## src/rtl/scl_shadow_pkg.sv

```systemverilog
`timescale 1ns/1ps
package scl_shadow_pkg;
  localparam int SF_W        = 24;
  localparam int PIX_W       = 12;
  localparam int LN_W        = 12;
  localparam int SET_W       = 4;
  localparam int PH_W        = 21;
  localparam int HI_LSB      = 16;
  localparam int SETV_LSB    = 8;
  localparam int UNITY_SHIFT = 20;
  localparam int IRQ_UPD_BIT = 5;

  localparam logic [7:0] A_CTRL = 8'h00;
  localparam logic [7:0] A_STAT = 8'h04;
  localparam logic [7:0] A_IRQ  = 8'h08;
  localparam logic [7:0] A_HSF  = 8'h10;
  localparam logic [7:0] A_VSF  = 8'h14;
  localparam logic [7:0] A_APX  = 8'h18;
  localparam logic [7:0] A_ALN  = 8'h1C;
  localparam logic [7:0] A_OSZ  = 8'h20;
  localparam logic [7:0] A_SET  = 8'h24;
  localparam logic [7:0] A_PHY  = 8'h2C;
  localparam logic [7:0] A_PVY  = 8'h30;
  localparam logic [7:0] A_PHC  = 8'h34;
  localparam logic [7:0] A_PVC  = 8'h38;

  typedef struct packed {
    logic [SF_W-1:0]  hsf;
    logic [SF_W-1:0]  vsf;
    logic [PIX_W-1:0] px_first;
    logic [PIX_W-1:0] px_last;
    logic [LN_W-1:0]  ln_first;
    logic [LN_W-1:0]  ln_last;
    logic [PIX_W-1:0] out_px;
    logic [LN_W-1:0]  out_ln;
    logic [SET_W-1:0] hset;
    logic [SET_W-1:0] vset;
    logic [PH_W-1:0]  ph_hy;
    logic [PH_W-1:0]  ph_vy;
    logic [PH_W-1:0]  ph_hc;
    logic [PH_W-1:0]  ph_vc;
  } scl_params_t;

  // Pass-through scale, zero aperture, zero phases.
  function automatic scl_params_t params_reset();
    scl_params_t p;
    p     = '0;
    p.hsf = SF_W'(1 << UNITY_SHIFT);
    p.vsf = SF_W'(1 << UNITY_SHIFT);
    return p;
  endfunction

  function automatic logic in_shadow_range(input logic [7:0] a);
    return (a >= A_HSF) && (a <= A_PVC) && (a[1:0] == 2'b00);
  endfunction

  // Merge one host word into the parameter set.
  function automatic scl_params_t params_write(input scl_params_t p,
                                               input logic [7:0] a,
                                               input logic [31:0] d);
    scl_params_t q;
    q = p;
    case (a)
      A_HSF: q.hsf = d[SF_W-1:0];
      A_VSF: q.vsf = d[SF_W-1:0];
      A_APX: begin
        q.px_first = d[PIX_W-1:0];
        q.px_last  = d[HI_LSB +: PIX_W];
      end
      A_ALN: begin
        q.ln_first = d[LN_W-1:0];
        q.ln_last  = d[HI_LSB +: LN_W];
      end
      A_OSZ: begin
        q.out_px = d[PIX_W-1:0];
        q.out_ln = d[HI_LSB +: LN_W];
      end
      A_SET: begin
        q.hset = d[SET_W-1:0];
        q.vset = d[SETV_LSB +: SET_W];
      end
      A_PHY: q.ph_hy = d[PH_W-1:0];
      A_PVY: q.ph_vy = d[PH_W-1:0];
      A_PHC: q.ph_hc = d[PH_W-1:0];
      A_PVC: q.ph_vc = d[PH_W-1:0];
      default: ;
    endcase
    return q;
  endfunction

  // Host view of one parameter word; unused bits are zero.
  function automatic logic [31:0] params_read(input scl_params_t p,
                                              input logic [7:0] a);
    logic [31:0] r;
    r = '0;
    case (a)
      A_HSF: r[SF_W-1:0] = p.hsf;
      A_VSF: r[SF_W-1:0] = p.vsf;
      A_APX: begin
        r[PIX_W-1:0]        = p.px_first;
        r[HI_LSB +: PIX_W]  = p.px_last;
      end
      A_ALN: begin
        r[LN_W-1:0]         = p.ln_first;
        r[HI_LSB +: LN_W]   = p.ln_last;
      end
      A_OSZ: begin
        r[PIX_W-1:0]        = p.out_px;
        r[HI_LSB +: LN_W]   = p.out_ln;
      end
      A_SET: begin
        r[SET_W-1:0]        = p.hset;
        r[SETV_LSB +: SET_W] = p.vset;
      end
      A_PHY: r[PH_W-1:0] = p.ph_hy;
      A_PVY: r[PH_W-1:0] = p.ph_vy;
      A_PHC: r[PH_W-1:0] = p.ph_hc;
      A_PVC: r[PH_W-1:0] = p.ph_vc;
      default: ;
    endcase
    return r;
  endfunction
endpackage

```

## src/rtl/scl_frame_sync.sv

```systemverilog
`timescale 1ns/1ps
module scl_frame_sync (
  input  logic clk,
  input  logic rst_n,
  input  logic vblank,
  output logic vb_q,
  output logic vb_rise,
  output logic vb_fall
);
  always_ff @(posedge clk) begin
    if (!rst_n) vb_q <= 1'b0;
    else        vb_q <= vblank;
  end

  assign vb_rise = vblank & ~vb_q;
  assign vb_fall = ~vblank & vb_q;
endmodule

```

## src/rtl/scl_host_regs.sv

```systemverilog
`timescale 1ns/1ps
module scl_host_regs
  import scl_shadow_pkg::*;
(
  input  logic        clk,
  input  logic        rst_n,
  input  logic        host_wr,
  input  logic        host_rd,
  input  logic [7:0]  host_addr,
  input  logic [31:0] host_wdata,
  output logic [31:0] host_rdata,
  input  logic        vb_rise,
  input  logic        frame_done,
  input  logic        irq_update,
  output scl_params_t shadow,
  output logic        ctrl_enable,
  output logic        upd_req,
  output logic        xfer,
  output logic        stat_wr
);
  logic ctrl_wr;
  logic shadow_wr;

  assign ctrl_wr   = host_wr && (host_addr == A_CTRL);
  assign stat_wr   = host_wr && (host_addr == A_STAT);
  assign shadow_wr = host_wr && in_shadow_range(host_addr);
  assign xfer      = vb_rise && upd_req;

  // Control word: a host write wins over the self-clear.
  always_ff @(posedge clk) begin
    if (!rst_n) begin
      ctrl_enable <= 1'b0;
      upd_req     <= 1'b0;
    end else if (ctrl_wr) begin
      ctrl_enable <= host_wdata[0];
      upd_req     <= host_wdata[1];
    end else if (xfer) begin
      upd_req     <= 1'b0;
    end
  end

  always_ff @(posedge clk) begin
    if (!rst_n)         shadow <= params_reset();
    else if (shadow_wr) shadow <= params_write(shadow, host_addr, host_wdata);
  end

  always_ff @(posedge clk) begin
    if (!rst_n) begin
      host_rdata <= '0;
    end else if (host_rd) begin
      case (host_addr)
        A_CTRL:  host_rdata <= {30'b0, upd_req, ctrl_enable};
        A_STAT:  host_rdata <= {31'b0, frame_done};
        A_IRQ:   host_rdata <= 32'(irq_update) << IRQ_UPD_BIT;
        default: host_rdata <= params_read(shadow, host_addr);
      endcase
    end
  end

  // the request is consumed by the transfer unless rewritten
  assert_upd_clear_R4: assert property (@(posedge clk) disable iff (!rst_n)
    (xfer && !ctrl_wr) |=> !upd_req);
  // a control write that collides with the transfer keeps its request
  assert_collide_req_R10: assert property (@(posedge clk) disable iff (!rst_n)
    (xfer && ctrl_wr && host_wdata[1]) |=> upd_req);
endmodule

```

## src/rtl/scl_active_bank.sv

```systemverilog
`timescale 1ns/1ps
module scl_active_bank
  import scl_shadow_pkg::*;
(
  input  logic        clk,
  input  logic        rst_n,
  input  logic        vb_rise,
  input  logic        xfer,
  input  scl_params_t shadow,
  input  logic        ctrl_enable,
  output scl_params_t active,
  output logic        scale_enable
);
  always_ff @(posedge clk) begin
    if (!rst_n)    active <= params_reset();
    else if (xfer) active <= shadow;
  end

  // Enable is resampled on every frame boundary.
  always_ff @(posedge clk) begin
    if (!rst_n)       scale_enable <= 1'b0;
    else if (vb_rise) scale_enable <= ctrl_enable;
  end

  // the active set moves only with a transfer from the host block
  assert_active_hold_R3: assert property (@(posedge clk) disable iff (!rst_n)
    !xfer |=> $stable(active));
  // the shadow content seen at the transfer edge lands in the active set
  assert_active_copy_R4: assert property (@(posedge clk) disable iff (!rst_n)
    xfer |=> (active == $past(shadow)));
  // enable changes only at a blanking rise
  assert_enable_frame_R7: assert property (@(posedge clk) disable iff (!rst_n)
    !vb_rise |=> $stable(scale_enable));
endmodule

```

## src/rtl/scl_event_flags.sv

```systemverilog
`timescale 1ns/1ps
module scl_event_flags (
  input  logic clk,
  input  logic rst_n,
  input  logic vb_q,
  input  logic vb_rise,
  input  logic vb_fall,
  input  logic xfer,
  input  logic scale_enable,
  input  logic stat_wr,
  output logic frame_done,
  output logic irq_update
);
  // Setting wins over a host clear in the same cycle.
  always_ff @(posedge clk) begin
    if (!rst_n)                       frame_done <= 1'b0;
    else if (vb_rise && scale_enable) frame_done <= 1'b1;
    else if (stat_wr)                 frame_done <= 1'b0;
  end

  always_ff @(posedge clk) begin
    if (!rst_n)       irq_update <= 1'b0;
    else if (xfer)    irq_update <= 1'b1;
    else if (vb_fall) irq_update <= 1'b0;
  end

  // the update interrupt is only ever high inside blanking
  assert_irq_in_blank_R8: assert property (@(posedge clk) disable iff (!rst_n)
    irq_update |-> vb_q);
  // a transfer always raises the interrupt
  assert_irq_on_xfer_R8: assert property (@(posedge clk) disable iff (!rst_n)
    xfer |=> irq_update);
  // end of an enabled frame sets the flag even against a clear
  assert_done_set_R9: assert property (@(posedge clk) disable iff (!rst_n)
    (vb_rise && scale_enable) |=> frame_done);
endmodule

```

## src/rtl/scl_shadow_ctrl.sv

```systemverilog
`timescale 1ns/1ps
module scl_shadow_ctrl
  import scl_shadow_pkg::*;
(
  input  logic              clk,
  input  logic              rst_n,
  input  logic              host_wr,
  input  logic              host_rd,
  input  logic [7:0]        host_addr,
  input  logic [31:0]       host_wdata,
  output logic [31:0]       host_rdata,
  input  logic              vblank,
  output logic              scale_enable,
  output logic [SF_W-1:0]   act_hsf,
  output logic [SF_W-1:0]   act_vsf,
  output logic [PIX_W-1:0]  act_px_first,
  output logic [PIX_W-1:0]  act_px_last,
  output logic [LN_W-1:0]   act_ln_first,
  output logic [LN_W-1:0]   act_ln_last,
  output logic [PIX_W-1:0]  act_out_px,
  output logic [LN_W-1:0]   act_out_ln,
  output logic [SET_W-1:0]  act_hset,
  output logic [SET_W-1:0]  act_vset,
  output logic [PH_W-1:0]   act_ph_hy,
  output logic [PH_W-1:0]   act_ph_vy,
  output logic [PH_W-1:0]   act_ph_hc,
  output logic [PH_W-1:0]   act_ph_vc,
  output logic              frame_done,
  output logic              irq_update
);
  logic        vb_q, vb_rise, vb_fall;
  logic        ctrl_enable, upd_req, xfer, stat_wr;
  scl_params_t shadow;
  scl_params_t active;

  scl_frame_sync u_sync (
    .clk(clk), .rst_n(rst_n), .vblank(vblank),
    .vb_q(vb_q), .vb_rise(vb_rise), .vb_fall(vb_fall)
  );

  scl_host_regs u_regs (
    .clk(clk), .rst_n(rst_n),
    .host_wr(host_wr), .host_rd(host_rd), .host_addr(host_addr),
    .host_wdata(host_wdata), .host_rdata(host_rdata),
    .vb_rise(vb_rise), .frame_done(frame_done), .irq_update(irq_update),
    .shadow(shadow), .ctrl_enable(ctrl_enable), .upd_req(upd_req),
    .xfer(xfer), .stat_wr(stat_wr)
  );

  scl_active_bank u_bank (
    .clk(clk), .rst_n(rst_n), .vb_rise(vb_rise), .xfer(xfer),
    .shadow(shadow), .ctrl_enable(ctrl_enable),
    .active(active), .scale_enable(scale_enable)
  );

  scl_event_flags u_flags (
    .clk(clk), .rst_n(rst_n), .vb_q(vb_q), .vb_rise(vb_rise),
    .vb_fall(vb_fall), .xfer(xfer), .scale_enable(scale_enable),
    .stat_wr(stat_wr), .frame_done(frame_done), .irq_update(irq_update)
  );

  assign act_hsf      = active.hsf;
  assign act_vsf      = active.vsf;
  assign act_px_first = active.px_first;
  assign act_px_last  = active.px_last;
  assign act_ln_first = active.ln_first;
  assign act_ln_last  = active.ln_last;
  assign act_out_px   = active.out_px;
  assign act_out_ln   = active.out_ln;
  assign act_hset     = active.hset;
  assign act_vset     = active.vset;
  assign act_ph_hy    = active.ph_hy;
  assign act_ph_vy    = active.ph_vy;
  assign act_ph_hc    = active.ph_hc;
  assign act_ph_vc    = active.ph_vc;

  // no two transfers on consecutive cycles of one blanking interval
  assert_one_xfer_R6: assert property (@(posedge clk) disable iff (!rst_n)
    xfer |=> !xfer);
endmodule

```

## config.mk

```make
export PLATFORM = sky130hd
export DESIGN_NAME = scl_shadow_ctrl
export DESIGN_NICKNAME = d
export VERILOG_FILES = /design/src/rtl/scl_shadow_pkg.sv /design/src/rtl/scl_frame_sync.sv /design/src/rtl/scl_host_regs.sv /design/src/rtl/scl_active_bank.sv /design/src/rtl/scl_event_flags.sv /design/src/rtl/scl_shadow_ctrl.sv
export SDC_FILE = /design/constraint.sdc
export NUM_CORES = 1
export LEC_CHECK = 0
export BUFFER_PORTS_ARGS = -buffer_cell sky130_fd_sc_hd__buf_2
export CORE_MARGIN = 5
export CORE_UTILIZATION = 45
export DETAILED_ROUTE_END_ITERATION = 10
export GPL_TIMING_DRIVEN = 0
export PLACE_DENSITY = 0.73
export RECOVER_POWER = 100
export SKIP_CTS_REPAIR_TIMING = 1
export SKIP_LAST_GASP = 1
export SLEW_MARGIN = 30
export SYNTH_ARGS = -nofsm -noshare
export SYNTH_HDL_FRONTEND = slang
export SYNTH_SLANG_ARGS = --single-unit
```

## constraint.sdc

```tcl
create_clock -name clk -period 2.5 [get_ports clk]
set_input_delay 0.125 -clock clk [delete_from_list [all_inputs] [get_ports clk]]
set_output_delay 0.125 -clock clk [all_outputs]
set_load 0.03 [all_outputs]
```

## After elaboration in Yosys (flattened, before gate mapping)

Cells that the tools add are included.

- Word-level logic and storage cells: 89
- Output and inout port bits: 247
- Bits in registers: 462
- Bits of input ports: 45

- Reductions and logical operators: 22
- Bitwise gates (word level): 4
- Mux-type cells: 14
- Equal/unequal tests: 12
- $lt $le $gt $ge: 2

Operators with widths:

| cell | count |
|---|---|
| case mux 28 bit (3 select lines) | 1 |
| case mux 4 bit (10 select lines) | 2 |
| == test 8 x 6 -> 1 bit (second input constant) | 6 |
| case mux 5 bit (9 select lines) | 1 |
| case mux 4 bit (9 select lines) | 1 |
| == test 8 x 5 -> 1 bit (second input constant) | 4 |
| case mux 4 bit (6 select lines) | 1 |
| AND reduction 2 bit | 10 |
| case mux 3 bit (5 select lines) | 1 |
| case mux 4 bit (3 select lines) | 1 |
| == test 8 x 3 -> 1 bit (second input constant) | 1 |
| == test 8 x 4 -> 1 bit (second input constant) | 1 |
| greater-or-equal comparator 8 x 5 -> 1 bit (second input constant) | 1 |
| <= comparator 8 x 6 -> 1 bit (second input constant) | 1 |
| logical NOT 8 bit | 1 |
| logical AND 1 bit | 7 |
| 2-to-1 mux 1 bit | 6 |
| nonzero test 2 bit | 3 |
| AND 1 bit | 2 |
| logical NOT 2 bit | 1 |
| NOT 1 bit | 2 |

## Depth between registers and ports, before layout

- Depth in word-level cells: 5
- Gate-level depth with buffers: 9
- Depth with buffers taken out: 5

## Cells and area by module

From an unflattened synthesis, not the netlist that was laid out.

- Cells, all modules: 1984
- Area total of the unflattened synthesis: 19336.0 um2

By module, submodules not included:

| module | area each (um2) | instances | cells each | seq. area each (um2) |
|---|---|---|---|---|
| scl_host_regs | 11073.1 | 1 | 1287 | 4844.6 |
| scl_active_bank | 8152.8 | 1 | 686 | 4264.1 |
| scl_event_flags | 71.3 | 1 | 7 | 40.0 |
| scl_frame_sync | 38.8 | 1 | 4 | 20.0 |

## Worst setup path after synthesis

Ideal clock, no wire load.

- Kind: input-to-reg
- Start point: input port host_addr[6]
- End point: register, netlist name u_regs.shadow[116]
- Path slack: 0.611 ns
- Path buffers: 3
- Data required time: 2.368 ns
- Arrival time: 1.757 ns
- Stages: 8
- Library setup time: 0.132 ns
- Cell sequence: buf_2 > or4_1 > clkbuf_1 > nor3_2 > nand2_1 > buf_2 > nand2_1 > a21oi_1

- Word-level cells in the longest chain between the ends: 5
- Elaborated cells on any way between the ends: 7
- Those cells by class: 2 x order compare; 1 x eq/ne; 4 x reduce/logical

Ends and longest elaborated chain:

| what | RTL line | RTL |
|---|---|---|
| start: declaration | scl_shadow_ctrl.sv:9 | `input logic [7:0] host_addr,` |
| greater-or-equal comparator 8 x 5 -> 1 bit / <= comparator 8 x 6 -> 1 bit (equally long branches) | scl_shadow_pkg.sv:54 | `return (a >= A_HSF) && (a <= A_PVC) && (a[1:0] == 2'b00);` |
| logical AND 1 bit (2 in series) | scl_shadow_pkg.sv:54 |  |
| logical AND 1 bit | scl_host_regs.sv:26 | `assign shadow_wr = host_wr && in_shadow_range(host_addr);` |
| AND reduction 2 bit (no source line) (*) | - |  |

Mark *: on every way between the ends. The rest lies on a longest branch, timed or not.
A chain may end at the register's enable or synchronous reset.

## Worst setup path after layout

- Start point: register u_sync.vb_q
- End point: register, netlist name u_bank.active[80]

- Word-level cells in the longest chain between the ends: 3

Ends and longest elaborated chain:

| what | RTL line | RTL |
|---|---|---|
| start: declaration | scl_frame_sync.sv:6 | `output logic vb_q,` |
| start signal: assignment | scl_frame_sync.sv:12 | `else vb_q <= vblank;` |
| NOT 1 bit | scl_frame_sync.sv:15 | `assign vb_rise = vblank & ~vb_q;` |
| AND 1 bit | scl_frame_sync.sv:15 |  |
| logical AND 1 bit | scl_host_regs.sv:27 | `assign xfer = vb_rise && upd_req;` |

No other way between the ends.

==> flow_summary.toml <==
[status]
status = "complete, no violations"

[grt]
track_usage_pct = 32.8
grt_overflow = 0
grt_max_degree = 14
grt_first_pass_wirelength_mm = 108
grt_pass1_vias = 16400
grt_antenna_before_repair = 1

[detailed_routing]
drc_errors = 0
dr_total_vias = 18000
wirelength_mm = 75.5
drtIter0Drc = 2056
first_pass_iters = 7
viasPerCell = 5.75
wl_per_cell_um = 24.2
ant_nets = 0

[placed_design]
dp_cells = 3023
dp_hpwl_mm = 56.9
place_congestion = 1.02
placed_area_mm2 = 0.0197
place_ws_ps = -449
numPortBuffers = 262

[worst_setup_path]
critPathSlowestCell = "clkbuf_2"
crit_path_end_kind = "register"
path_class = "reg -> reg"
worstPathRequired_ps = 3010
crit_path_start_kind = "register"
crit_family = "buffers and inverters"
crit_top_cell = "clkbuf_1"
path_cells = "nor2b_1 -> and2_1 -> clkbuf_1 -> clkbuf_2 -> clkbuf_1 -> nand2_1 -> a21oi_1"
cp_max_fo = 10
critPathMaxStageDelay_ps = 460
path_depth = 7
crit_buf_inv = 3
worstPathArrival_ps = 2950
worstRegToRegCells = 7

[clocking]
cts_made_buffers = 47
h-tree-depth = 2
clock_latency_ps = 590
clock_path_buffers = 3
cts_sinks = 458
clockRootBuffer = "clkbuf_16"
clk_pin_slew_ps = 60
tritoncts = "yes"

[synth]
async_reset_ff_share_pct = 0
synth.area.top_cells = "dfxtp_1 (52%), nand2_1 (18%), a21oi_1 (11%), mux2i_1 (3.2%), clkbuf_1 (3.0%)"
synth_top_flop_cell = "dfxtp_1"
synth_cells = 2237
yosysTopAreaCell = "dfxtp_1"
synth.avg_cell_area_um2 = 7.92
synth-edff-count = 0
synth_area_mm2 = 0.0177
yosysSeqAreaShare_pct = 51.8
ys_types = 60
synth_top_area_share_pct = 51.8
synth_seq_cells = 458
yosys_warnings = 0

[min_path]
whs_path_depth = 4
min_path_type = "in -> reg"

[sta]
tightestPinTransition_ps = 1110
finalWorstSetupSlack_ps = 63.3
post-route-min-period_ps = 2440
fin_skew_ps = 13.5
period_share_pct = 97.5
timing.hold.ws_ps = 107
maxSlewViolCount = 0
finalSetupTns_ps = 0
slew_headroom_pct = 26.3
rsz0062_at_grt = "no"
setup_violations = 0
timing.fmax_ghz = 0.410
hold_violations = 0

[layout]
fin_nets = 2615
drive_above_1_share_pct = 6.49
final_util_pct = 54.3
fin_area_mm2 = 0.0211
syn_to_final_growth_pct = 19.1
finalNonFillerCells = 3125
fillerInstances = 3784

[floorplan]
pin_count = 292
start_util_pct = 45.6
core-area_mm2 = 0.0388
die-area_mm2 = 0.0434
die_w_um = 208
die_h_um = 208
row_count = 72

[flow_run]
maxCapViolCount = 0

[power_and_ir_drop]
p_total_mw = 14.8
ir_drop_uv = 608
power_density_mw_per_mm2 = 703
power.leakage_nw = 6.86
cell type report:
type                       count  area [um^2]  area share [%]
inverter                       4         15.0          0.0712
antenna                        1         2.50          0.0119
multi-input combinational   1591         7790            36.9
clock inverter                14          143           0.676
buffer                       187          772            3.66
sequential                   458         9170            43.5
timing repair buffer         281         1190            5.65
clock buffer                  71         1370            6.47
tap                          518          648            3.07
final timing paths:
kind	slack, ps	startpoint	to
setup / recovery	60	u_sync.vb_q	u_bank.active[80]
hold reg to reg	450	u_bank.active[195]	u_bank.active[195]
hold / removal	110	host_addr[0]	u_regs.upd_req
setup reg to reg	60	u_sync.vb_q	u_bank.active[80]
cells by family after synthesis:
logic type	count (synthesis)	synth area share, %
simple gates	983	22.7
compound gates	534	16.9
flops	458	51.8
buf+inv	191	4.41
mux	70	4.24
other cells	1	0.0212
sequential cells by signal, summed over array words and instances, names as in the netlist:
register and count:
u_regs.host_rdata 28, u_bank.scale_enable 1, u_bank.active 212, u_regs.shadow 212, u_regs.upd_req 1, u_flags.frame_done 1
u_flags.irq_update 1, u_regs.ctrl_enable 1, u_sync.vb_q 1
per-layer routing:
layer | track usage, % | share of wire (%) | up-vias
met3 | 7.11 | 11 | 209
li1 | - | - | 8149
met4 | 13.2 | 5.1 | 0
met5 | 0 | 0 | -
met1 | 43.9 | 40 | 8536
met2 | 51.8 | 44 | 1069
Yosys cell counts (3+ instances only):
master and number:
o22ai_1 18, nand2_1 831, a31oi_1 4, a2bb2oi_1 7
o2bb2ai_1 5, a222oi_1 5, nor3_2 6, dfxtp_1 458
mux4_2 3, nor2b_1 13, mux2i_1 57, and2_1 6
nor3_1 11, o21ai_0 19, mux2_2 10, a221oi_1 4
a22oi_1 32, buf_2 39, buf_4 4, a32oi_1 8
inv_1 4, nor2_1 54, a211oi_1 5, nand4_1 7
nand3_1 23, buf_1 4, a21oi_1 404, nand2b_1 4
a22o_1 11, a2111oi_0 4, clkbuf_1 140
power by group:
group	switching (mW)	leakage, nW	internal (mW)	total [mW]
Sequential	0.00100	3.69	7.30	7.30
Clock	2.96	0.745	3.99	6.95
Combinational	0.466	2.43	0.113	0.579
Total	3.43	6.86	11.4	14.8
worst register-to-register path, cell delays in order, from the launching register on:
cell      delay [ps]
dfxtp_1          310
nor2b_1          380
and2_1           200
clkbuf_1         350
clkbuf_2         460
clkbuf_1         400
nand2_1          120
a21oi_1          140
layout by cell type, fill, tap and decap left out, types with 5 or more instances in the layout:
cell type,n
nand2_1,831
dfxtp_1,458
a21oi_1,404
clkbuf_1,398
mux2i_1,57
nor2_1,55
clkbuf_16,47
buf_2,39
a22oi_1,32
nand3_1,23
clkbuf_2,20
o21ai_0,19
o22ai_1,18
dlygate4sd3_1,16
nor2b_1,13
nor3_1,11
a22o_1,11
clkbuf_8,10
mux2_2,9
a32oi_1,8
nand4_1,7
nor3_2,7
a2bb2oi_1,7
clkinv_2,6
and2_1,5
a222oi_1,5
o2bb2ai_1,5
a211oi_1,5
Note: power is estimated with default switching activity, not from simulation.
